<file path="src/rtl/pbuf_ptr_pkg.sv">
// Package: shared register-select type for the pointer data port.
package pbuf_ptr_pkg;
    typedef enum logic [1:0] {
        SEL_NONE   = 2'd0,
        SEL_PTR_LO = 2'd1,
        SEL_PTR_HI = 2'd2,
        SEL_DATA   = 2'd3
    } pbuf_sel_e;
endpackage

</file>
<file path="src/rtl/pbuf_ptr_decode.sv">
// Module: pbuf_ptr_decode
// Decodes the host register offset into a register select and a window index.
// Assumes the pointer sits at PTR_ADDR (low) and PTR_ADDR+1 (high), and the
// data window covers WIN_BYTES consecutive offsets from WIN_BASE.
module pbuf_ptr_decode
    import pbuf_ptr_pkg::*;
#(
    parameter int ADDR_W    = 4,
    parameter int PTR_ADDR  = 6,
    parameter int WIN_BASE  = 8,
    parameter int WIN_BYTES = 4,
    localparam int WIN_W    = $clog2(WIN_BYTES)
) (
    input  logic [ADDR_W-1:0] addr,
    output pbuf_sel_e         sel,
    output logic [WIN_W-1:0]  win_idx
);
    localparam int WIN_END = WIN_BASE + WIN_BYTES;

    logic [ADDR_W:0] addr_x;
    logic [ADDR_W:0] rel;

    assign addr_x = {1'b0, addr};
    assign rel    = addr_x - (ADDR_W+1)'(WIN_BASE);

    // Classify the offset into pointer byte, data window or nothing.
    always_comb begin
        if (addr_x == (ADDR_W+1)'(PTR_ADDR))
            sel = SEL_PTR_LO;
        else if (addr_x == (ADDR_W+1)'(PTR_ADDR + 1))
            sel = SEL_PTR_HI;
        else if (addr_x >= (ADDR_W+1)'(WIN_BASE) && addr_x < (ADDR_W+1)'(WIN_END))
            sel = SEL_DATA;
        else
            sel = SEL_NONE;
    end

    // Window byte index relative to the window base.
    assign win_idx = rel[WIN_W-1:0];
endmodule

</file>
<file path="src/rtl/pbuf_ptr_reg.sv">
// Module: pbuf_ptr_reg
// Holds the pointer register. Byte lanes are written independently. In
// streaming mode a window access advances the offset field, wrapping inside
// OFS_W bits. Assumes a pointer byte write and a window access never happen
// in the same cycle (one host offset per cycle).
module pbuf_ptr_reg #(
    parameter int PTR_W    = 16,
    parameter int OFS_W    = 11,
    parameter int AUTO_BIT = 14,
    localparam int LANES   = PTR_W / 8
) (
    input  logic             clk,
    input  logic             rst_n,
    input  logic [LANES-1:0] lane_we,
    input  logic [7:0]       wdata,
    input  logic             access,
    output logic [PTR_W-1:0] ptr
);
    logic [PTR_W-1:0] ptr_q;
    logic [PTR_W-1:0] ptr_lanes;
    logic [PTR_W-1:0] ptr_d;
    logic             step;

    // Per-lane merge of host byte writes.
    for (genvar b = 0; b < LANES; b++) begin : g_lane
        assign ptr_lanes[b*8 +: 8] = lane_we[b] ? wdata : ptr_q[b*8 +: 8];
    end

    assign step = access && ptr_q[AUTO_BIT] && (lane_we == '0);

    // Next pointer: host bytes, or an offset step that keeps the flags.
    always_comb begin
        ptr_d = ptr_lanes;
        if (step)
            ptr_d[OFS_W-1:0] = ptr_q[OFS_W-1:0] + 1'b1;
    end

    // Pointer register with synchronous reset.
    always_ff @(posedge clk) begin
        if (!rst_n)
            ptr_q <= '0;
        else
            ptr_q <= ptr_d;
    end

    assign ptr = ptr_q;

    // flag bits survive a streaming step.
    a_r7_flags_kept: assert property (@(posedge clk) disable iff (!rst_n)
        (access && ptr[AUTO_BIT] && lane_we == '0)
        |=> ptr[PTR_W-1:OFS_W] == $past(ptr[PTR_W-1:OFS_W]));

    // a streaming access advances the offset by exactly one.
    a_r6_step_one: assert property (@(posedge clk) disable iff (!rst_n)
        (access && ptr[AUTO_BIT] && lane_we == '0)
        |=> ptr[OFS_W-1:0] == OFS_W'($past(ptr[OFS_W-1:0]) + 1));

    // a fixed-mode access leaves the pointer unchanged.
    a_r8_fixed_hold: assert property (@(posedge clk) disable iff (!rst_n)
        (access && !ptr[AUTO_BIT] && lane_we == '0) |=> $stable(ptr));

    // a low-byte write keeps the high byte.
    a_r2_lane_keep: assert property (@(posedge clk) disable iff (!rst_n)
        (lane_we == LANES'(1)) |=> ptr[PTR_W-1:8] == $past(ptr[PTR_W-1:8]));
endmodule

</file>
<file path="src/rtl/pbuf_ptr_addr.sv">
// Module: pbuf_ptr_addr
// Forms the buffer page and byte address from the pointer. Assumes both page
// sources are valid whenever a window access is made.
module pbuf_ptr_addr #(
    parameter int PTR_W    = 16,
    parameter int OFS_W    = 11,
    parameter int PAGE_W   = 2,
    parameter int WIN_W    = 2,
    parameter int RX_BIT   = 15,
    parameter int AUTO_BIT = 14
) (
    input  logic              clk,
    input  logic              rst_n,
    input  logic [PTR_W-1:0]  ptr,
    input  logic [WIN_W-1:0]  win_idx,
    input  logic [PAGE_W-1:0] rxq_head,
    input  logic [PAGE_W-1:0] pkt_num,
    output logic [PAGE_W-1:0] page,
    output logic [OFS_W-1:0]  ofs
);
    logic [OFS_W-1:0] idx_x;

    assign idx_x = {{(OFS_W-WIN_W){1'b0}}, win_idx};

    // Page source chosen by the receive-select flag.
    always_comb begin
        page = ptr[RX_BIT] ? rxq_head : pkt_num;
    end

    // Byte address: streaming uses the pointer alone, fixed adds the index.
    always_comb begin
        if (ptr[AUTO_BIT])
            ofs = ptr[OFS_W-1:0];
        else
            ofs = ptr[OFS_W-1:0] + idx_x;
    end

    // page tracks the receive head when selected.
    a_r5_rx_page: assert property (@(posedge clk) disable iff (!rst_n)
        ptr[RX_BIT] |-> page == rxq_head);

    // index 0 in fixed mode addresses the pointer offset itself.
    a_r4_base_ofs: assert property (@(posedge clk) disable iff (!rst_n)
        (win_idx == '0) |-> ofs == ptr[OFS_W-1:0]);
endmodule

</file>
<file path="src/rtl/pbuf_ptr_port.sv">
// Module: pbuf_ptr_port (top)
// Host byte port into a paged packet buffer: a pointer register plus a data
// window that drives an external buffer RAM. Assumes at most one host offset
// per cycle. A cycle with both strobes counts as one access and as a write.
module pbuf_ptr_port
    import pbuf_ptr_pkg::*;
#(
    parameter int ADDR_W    = 4,
    parameter int PAGE_W    = 2,
    parameter int OFS_W     = 11,
    parameter int PTR_ADDR  = 6,
    parameter int WIN_BASE  = 8,
    parameter int WIN_BYTES = 4,
    parameter logic [7:0] HI_RD_MASK = 8'hF7
) (
    input  logic              clk,
    input  logic              rst_n,
    input  logic [ADDR_W-1:0] host_addr,
    input  logic              host_wr,
    input  logic              host_rd,
    input  logic [7:0]        host_wdata,
    output logic [7:0]        host_rdata,
    input  logic [PAGE_W-1:0] rxq_head,
    input  logic [PAGE_W-1:0] pkt_num,
    output logic [PAGE_W-1:0] buf_page,
    output logic [OFS_W-1:0]  buf_ofs,
    output logic              buf_we,
    output logic [7:0]        buf_wdata,
    input  logic [7:0]        buf_rdata
);
    localparam int PTR_W    = 16;
    localparam int RX_BIT   = PTR_W - 1;
    localparam int AUTO_BIT = PTR_W - 2;
    localparam int WIN_W    = $clog2(WIN_BYTES);
    localparam int LANES    = PTR_W / 8;

    pbuf_sel_e        sel;
    logic [WIN_W-1:0] win_idx;
    logic [PTR_W-1:0] ptr;
    logic [LANES-1:0] lane_we;
    logic             access;

    pbuf_ptr_decode #(
        .ADDR_W(ADDR_W), .PTR_ADDR(PTR_ADDR),
        .WIN_BASE(WIN_BASE), .WIN_BYTES(WIN_BYTES)
    ) u_dec (
        .addr(host_addr), .sel(sel), .win_idx(win_idx)
    );

    // Host byte-lane strobes for the pointer register.
    always_comb begin
        lane_we    = '0;
        lane_we[0] = host_wr && (sel == SEL_PTR_LO);
        lane_we[1] = host_wr && (sel == SEL_PTR_HI);
    end

    // A window access is any strobe aimed at the data window.
    assign access = (host_wr || host_rd) && (sel == SEL_DATA);

    pbuf_ptr_reg #(
        .PTR_W(PTR_W), .OFS_W(OFS_W), .AUTO_BIT(AUTO_BIT)
    ) u_ptr (
        .clk(clk), .rst_n(rst_n), .lane_we(lane_we),
        .wdata(host_wdata), .access(access), .ptr(ptr)
    );

    pbuf_ptr_addr #(
        .PTR_W(PTR_W), .OFS_W(OFS_W), .PAGE_W(PAGE_W), .WIN_W(WIN_W),
        .RX_BIT(RX_BIT), .AUTO_BIT(AUTO_BIT)
    ) u_addr (
        .clk(clk), .rst_n(rst_n), .ptr(ptr), .win_idx(win_idx),
        .rxq_head(rxq_head), .pkt_num(pkt_num),
        .page(buf_page), .ofs(buf_ofs)
    );

    // Buffer write strobe and data.
    assign buf_we    = host_wr && (sel == SEL_DATA);
    assign buf_wdata = host_wdata;

    // Host read mux.
    always_comb begin
        unique case (sel)
            SEL_PTR_LO: host_rdata = ptr[7:0];
            SEL_PTR_HI: host_rdata = ptr[15:8] & HI_RD_MASK;
            SEL_DATA:   host_rdata = buf_rdata;
            default:    host_rdata = 8'h00;
        endcase
    end

    // the masked high-byte bit never reads as one.
    a_r3_hi_mask: assert property (@(posedge clk) disable iff (!rst_n)
        (sel == SEL_PTR_HI) |-> host_rdata[3] == 1'b0);

    // the buffer strobe only follows a host write.
    a_r9_we_from_host: assert property (@(posedge clk) disable iff (!rst_n)
        buf_we |-> host_wr && buf_wdata == host_wdata);

    // offsets outside the port read as zero.
    a_r10_idle_zero: assert property (@(posedge clk) disable iff (!rst_n)
        (sel == SEL_NONE) |-> host_rdata == 8'h00);
endmodule

</file>
<file path="config.mk">
export PLATFORM = sky130hd
export DESIGN_NAME = pbuf_ptr_port
export DESIGN_NICKNAME = d
export VERILOG_FILES = /design/src/rtl/pbuf_ptr_pkg.sv /design/src/rtl/pbuf_ptr_decode.sv /design/src/rtl/pbuf_ptr_reg.sv /design/src/rtl/pbuf_ptr_addr.sv /design/src/rtl/pbuf_ptr_port.sv
export SDC_FILE = /design/constraint.sdc
export NUM_CORES = 1
export LEC_CHECK = 0
export BUFFER_PORTS_ARGS = -buffer_cell sky130_fd_sc_hd__buf_2
export CAP_MARGIN = 0
export CELL_PAD_IN_SITES_DETAIL_PLACEMENT = 1
export CELL_PAD_IN_SITES_GLOBAL_PLACEMENT = 2
export CORE_MARGIN = 4
export CORE_UTILIZATION = 23
export CTS_BUF_LIST = sky130_fd_sc_hd__clkbuf_8
export DETAILED_ROUTE_END_ITERATION = 6
export PLACE_DENSITY = 0.89
export SLEW_MARGIN = 25
export SYNTH_ARGS = -nofsm -noshare
export SYNTH_HDL_FRONTEND = slang
export SYNTH_SLANG_ARGS = --single-unit
</file>
<file path="constraint.sdc">
create_clock -name clk -period 1.8 [get_ports clk]
set_input_delay 0.36 -clock clk [delete_from_list [all_inputs] [get_ports clk]]
set_output_delay 0.36 -clock clk [all_outputs]
set_load 0.02 [all_outputs]
</file>
# Word-level counts from Yosys, hierarchy flattened
# Cells that the tools add are included.
[word_totals]
regBits = 16
out_inout_bits = 30
[op_classes]
reduce_logical = 11
muxes = 9
n_lt_le_gt_ge = 2
add_sub_neg = 3
n_eq_ne = 5
[ops]
columns = ["cell", "count"]
rows = [
  ["$pmux 8 s3", 1],
  ["$mux 11", 2],
  ["$add 11x1->11 const B", 1],
  ["$add 11x2->11", 1],
  ["$eq 4x3->1 const B", 2],
  ["$mux 2", 4],
  ["$mux 8", 1],
  ["$logic_and 1x1->1", 7],
  ["$eq 2x2->1 const B", 2],
  ["$ge 4x4->1 const B", 1],
  ["$lt 4x4->1 const B", 1],
  ["$reduce_bool 2->1", 2],
  ["$mux 3", 1],
  ["$eq 2x1->1 const B", 1],
  ["$logic_not 2->1", 1],
  ["$sub 2x1->2 const B", 1],
  ["$logic_or 1x1->1", 1],
]

# Depth between registers and ports, before layout
[depth]
ltp_word = 10
depth_mapped = 6

# Cells and area by module
# A second synthesis with hierarchy kept.
[hier_totals]
cells_unflattened = 168
hier_area_um2 = 1481.4
[modules_own_cells]
columns = ["module", "n_inst", "cells_each", "area_each_um2"]
rows = [
  ["pbuf_ptr_reg", 1, 92, 804.5],
  ["pbuf_ptr_addr", 1, 36, 325.3],
  ["pbuf_ptr_port", 1, 33, 296.5],
  ["pbuf_ptr_decode", 1, 7, 55.1],
]

# Worst setup path after synthesis
# Ideal clock, no wire load.
[synth_timing]
path_kind = "input-to-output"
start = "input host_addr[0]"
end = "output buf_ofs[10]"
cell_stages = 6
slack_ns = -0.194
arrival_ns = 1.634
t_required_ns = 1.440
cell_sequence = "ha_1 > fa_1 > and2b_2 > nand2_1 > nor2_1 > xor2_1"
[synth_between]
elab_chain_cells = 3
[synth_rtl]
columns = ["element", "line_no", "rtl"]
rows = [
  ["from (decl)", "pbuf_ptr_port.sv:18", "input logic [ADDR_W-1:0] host_addr,"],
  ["$sub 2x1->2", "pbuf_ptr_decode.sv:24", "assign rel = addr_x - (ADDR_W+1)'(WIN_BASE);"],
  ["$add 11x2->11", "pbuf_ptr_addr.sv:35", "ofs = ptr[OFS_W-1:0] + idx_x;"],
  ["$mux 11", "pbuf_ptr_addr.sv:32", "if (ptr[AUTO_BIT])"],
  ["to (decl)", "pbuf_ptr_port.sv:26", "output logic [OFS_W-1:0] buf_ofs,"],
]
# Every way passes these cells.

# Worst setup path in the final report
[layout_timing]
start = "register u_ptr.ptr_q[0] (netlist: u_ptr.ptr[0])"
end = "output buf_ofs[8]"
[layout_between]
elab_chain_cells = 2
[layout_rtl]
columns = ["element", "line_no", "rtl"]
rows = [
  ["from (decl)", "pbuf_ptr_reg.sv:19", "logic [PTR_W-1:0] ptr_q;"],
  ["from (signal assigned)", "pbuf_ptr_reg.sv:43", "ptr_q <= ptr_d;"],
  ["$add 11x2->11", "pbuf_ptr_addr.sv:35", ""],
  ["$mux 11", "pbuf_ptr_addr.sv:32", ""],
]
# Every way passes these cells.

==> impl_metrics.env <==
export IMPL_routed_wl_um=5050
export IMPL_synth_main_ff_cell="dfxtp_1"
export IMPL_grt_pass1_vias=1488
export IMPL_synth_edff_count=0
export IMPL_end_kind="output port"
export IMPL_fin_nets=251
export IMPL_slowest_delay_ns=0.34
export IMPL_violations="negative setup slack"
export IMPL_layout_drive_gt1_share_pct=53.21
export IMPL_peakVddDrop_uv=200.3
export IMPL_mostFrequentLayoutCell="buf_2"
export IMPL_fp_dieW_um=81.46
export IMPL_setup_ws_ns=-0.3373
export IMPL_reg2reg_slack_ns=0.20
export IMPL_multi_input_area_um2=944.7
export IMPL_min_path_cells=2
export IMPL_first_pass_iters=5
export IMPL_hold_viol=0
export IMPL_cts_tree="yes"
export IMPL_rsz0062_at_grt="yes"
export IMPL_crit_required_ns=1.44
export IMPL_num_rows=26
export IMPL_seq_area_um2=307.8
export IMPL_cts_sinks=15
export IMPL_worst_pin_slew_ns=0.4845
export IMPL_fmax_ghz=0.4679
export IMPL_synth_nets=186
export IMPL_yosysSeqAreaShare_pct=24.19
export IMPL_max_clock_path_buffers=2
export IMPL_portBuffers=57
export IMPL_routedWlPerCell_um=17.53
export IMPL_hold_start="rst_n"
export IMPL_syn_cell_area_mm2=0.001241
export IMPL_setup_worst_path_end="buf_ofs[8]"
export IMPL_hpwl_um=3646
export IMPL_path_cells="ha_4 > fa_2 > and2b_2 > nand2_4 > nor2_4 > xor2_4 > buf_6"
export IMPL_num_fill_cells=621
export IMPL_layout_common_cells="buf_2, buf_4, nand3_1"
export IMPL_grt_antenna_before_repair=0
export IMPL_synth_seq_cells=15
export IMPL_pin_count=58
export IMPL_final_area_mm2=0.001986
export IMPL_fin_crit_sh_pct=118.7
export IMPL_maxCapViolCount=0
export IMPL_critPathKind="flop to output port"
export IMPL_async_reset_ff_share_pct=0
export IMPL_cp_startpoint="u_ptr.ptr[0]"
export IMPL_grt_pass1_wl_um=7893
export IMPL_root_buffer="clkbuf_8"
export IMPL_cp_slowest_cell="dfxtp_2"
export IMPL_critPathBufInv=1
export IMPL_num_antenna_cells=0
export IMPL_grt_usage_pct=15.82
export IMPL_fin_skew_ns=0.001601
export IMPL_reg2reg_to="u_ptr.ptr[9]"
export IMPL_ant_nets=0
export IMPL_leakage_uw=0.0009033
export IMPL_globalplace_congestion=0.8558
export IMPL_cts_max_level=1
export IMPL_grt_overflow=0
export IMPL_syn_instance_count=154
export IMPL_cts_hold_buf=0
export IMPL_ys_warn_count=0
export IMPL_core_mm2=0.005172
export IMPL_cp_arrival_ns=1.78
export IMPL_grt_max_degree=17
export IMPL_finalSetupViolCount=17
export IMPL_synth_avg_cell_area_um2=8.060
export IMPL_post_route_drc_count=0
export IMPL_slew_headroom_pct=67.66
export IMPL_r2r_cells=5
export IMPL_drv_slew=0
export IMPL_post_route_min_period_ns=2.137
export IMPL_synth_top_area_share_pct=24.19
export IMPL_die_h_um=81.46
export IMPL_utilization_pct=38.39
export IMPL_largest_reg_flops=15
export IMPL_clkTransAtPathRegs_ns=0.07
export IMPL_path_delay_family="adder cells"
export IMPL_syn_to_final_growth_pct=59.98
export IMPL_cp_num_cells=7
export IMPL_post_place_ws_ns=-0.2927
export IMPL_fin_setup_tns_ns=-2.620
export IMPL_dp_cells=278
export IMPL_vias=1487
export IMPL_die_area_mm2=0.006636
export IMPL_crit_fanout=3
export IMPL_r2r_start="u_ptr.ptr[5]"
export IMPL_min_path_type="input pin to flop"
export IMPL_drt_initial_drc_count=140
export IMPL_cts_made_buffers=3
export IMPL_yosysTopAreaCell="dfxtp_1"
export IMPL_viasPerCell=5.163
export IMPL_cp_start_kind="flop"
export IMPL_fin_cells=288
export IMPL_status="finished with violations"
export IMPL_ys_types=45
export IMPL_powerDensity_mw_per_mm2=418.5
export IMPL_place_area_mm2=0.001710
export IMPL_clk_latency_ns=0.26
export IMPL_start_util_pct=24.00
export IMPL_synth_area_top_cells="dfxtp_1, a222oi_1, buf_4, nand3_1, xor2_1"
-- through the flow --
stage | total power, µW | hold slack (ns)
CTS | 834.7 | 0.3464
finish | 831.0 | 0.3528
detailed placement | 528.6 | 0.4524
floorplan | 451.5 | 0.4359
global route | 868.5 | 0.3547
global placement | 524.8 | 0.4425
-- worst reg2reg max path, delay by kind of cell (launching register included) --
family | cells | cell delay, ns
flops | 1 | 0.32
simple gates | 3 | 0.79
compound gates | 1 | 0.20
buf+inv | 1 | 0.21
-- cell type report --
type / count / area share, %
Timing Repair Buffer: 81 / 28.54
Clock buffer: 3 / 2.079
Multi-Input combinational cell: 109 / 47.57
Inverter: 9 / 1.701
Clock inverter: 1 / 0.1890
Sequential cell: 15 / 15.50
Tap cell: 70 / 4.411
-- routing by layer --
layer / vias to the layer above / GRT usage, % / wire length, µm
met4: 0 / 5.068 / 72
met1: 722 / 19.09 / 1996
met3: 7 / 3.399 / 406
met5: - / 0 / 0
li1: 699 / - / -
met2: 59 / 27.77 / 2575
-- timing repair --
| action | CTS | global route |
|---|---|---|
| endpoints found under the hold margin | 0 | 0 |
| pin swaps | 11 | 9 |
| resized for setup | 38 | 8 |
| gates cloned | 1 | 0 |
| setup endpoints to repair | 19 | 17 |
| buffers inserted | 4 | 1 |
-- worst min-delay path by stage --
stage / end
after floorplan: u_ptr.ptr[12]
after global placement: u_ptr.ptr[12]
after detailed placement: u_ptr.ptr[12]
after CTS: u_ptr.ptr[6]
after global routing: u_ptr.ptr[6]
final: u_ptr.ptr[6]
-- logic make-up after synthesis --
family / after synthesis / synth area share, %
flops: 15 / 24.19
mux: 4 / 3.629
fa+ha+maj: 4 / 4.637
buf+inv: 30 / 12.70
compound gates: 41 / 25.91
simple gates: 51 / 22.58
xor+xnor: 9 / 6.351
-- report_power, final --
group	switching [µW]	internal (µW)	total, µW	leakage, µW
clock	135	152	287	0.0000269
combinational	114	90.7	204	0.000753
sequential	4.95	335	340	0.000123
total	253	578	831	0.000903
-- Yosys cell counts (all sizes together) (3+ instances only) --
cell	count
nor2	4
nand2	13
xnor2	3
and2	3
ha	3
nor3	4
xor2	6
mux2	4
a31oi	4
dfxtp	15
a222oi	7
buf	13
a2bb2oi	3
clkbuf	8
o211ai	5
inv	9
nand3	13
nand4	3
a21oi	10
Note: power is estimated with default switching activity, not from simulation.
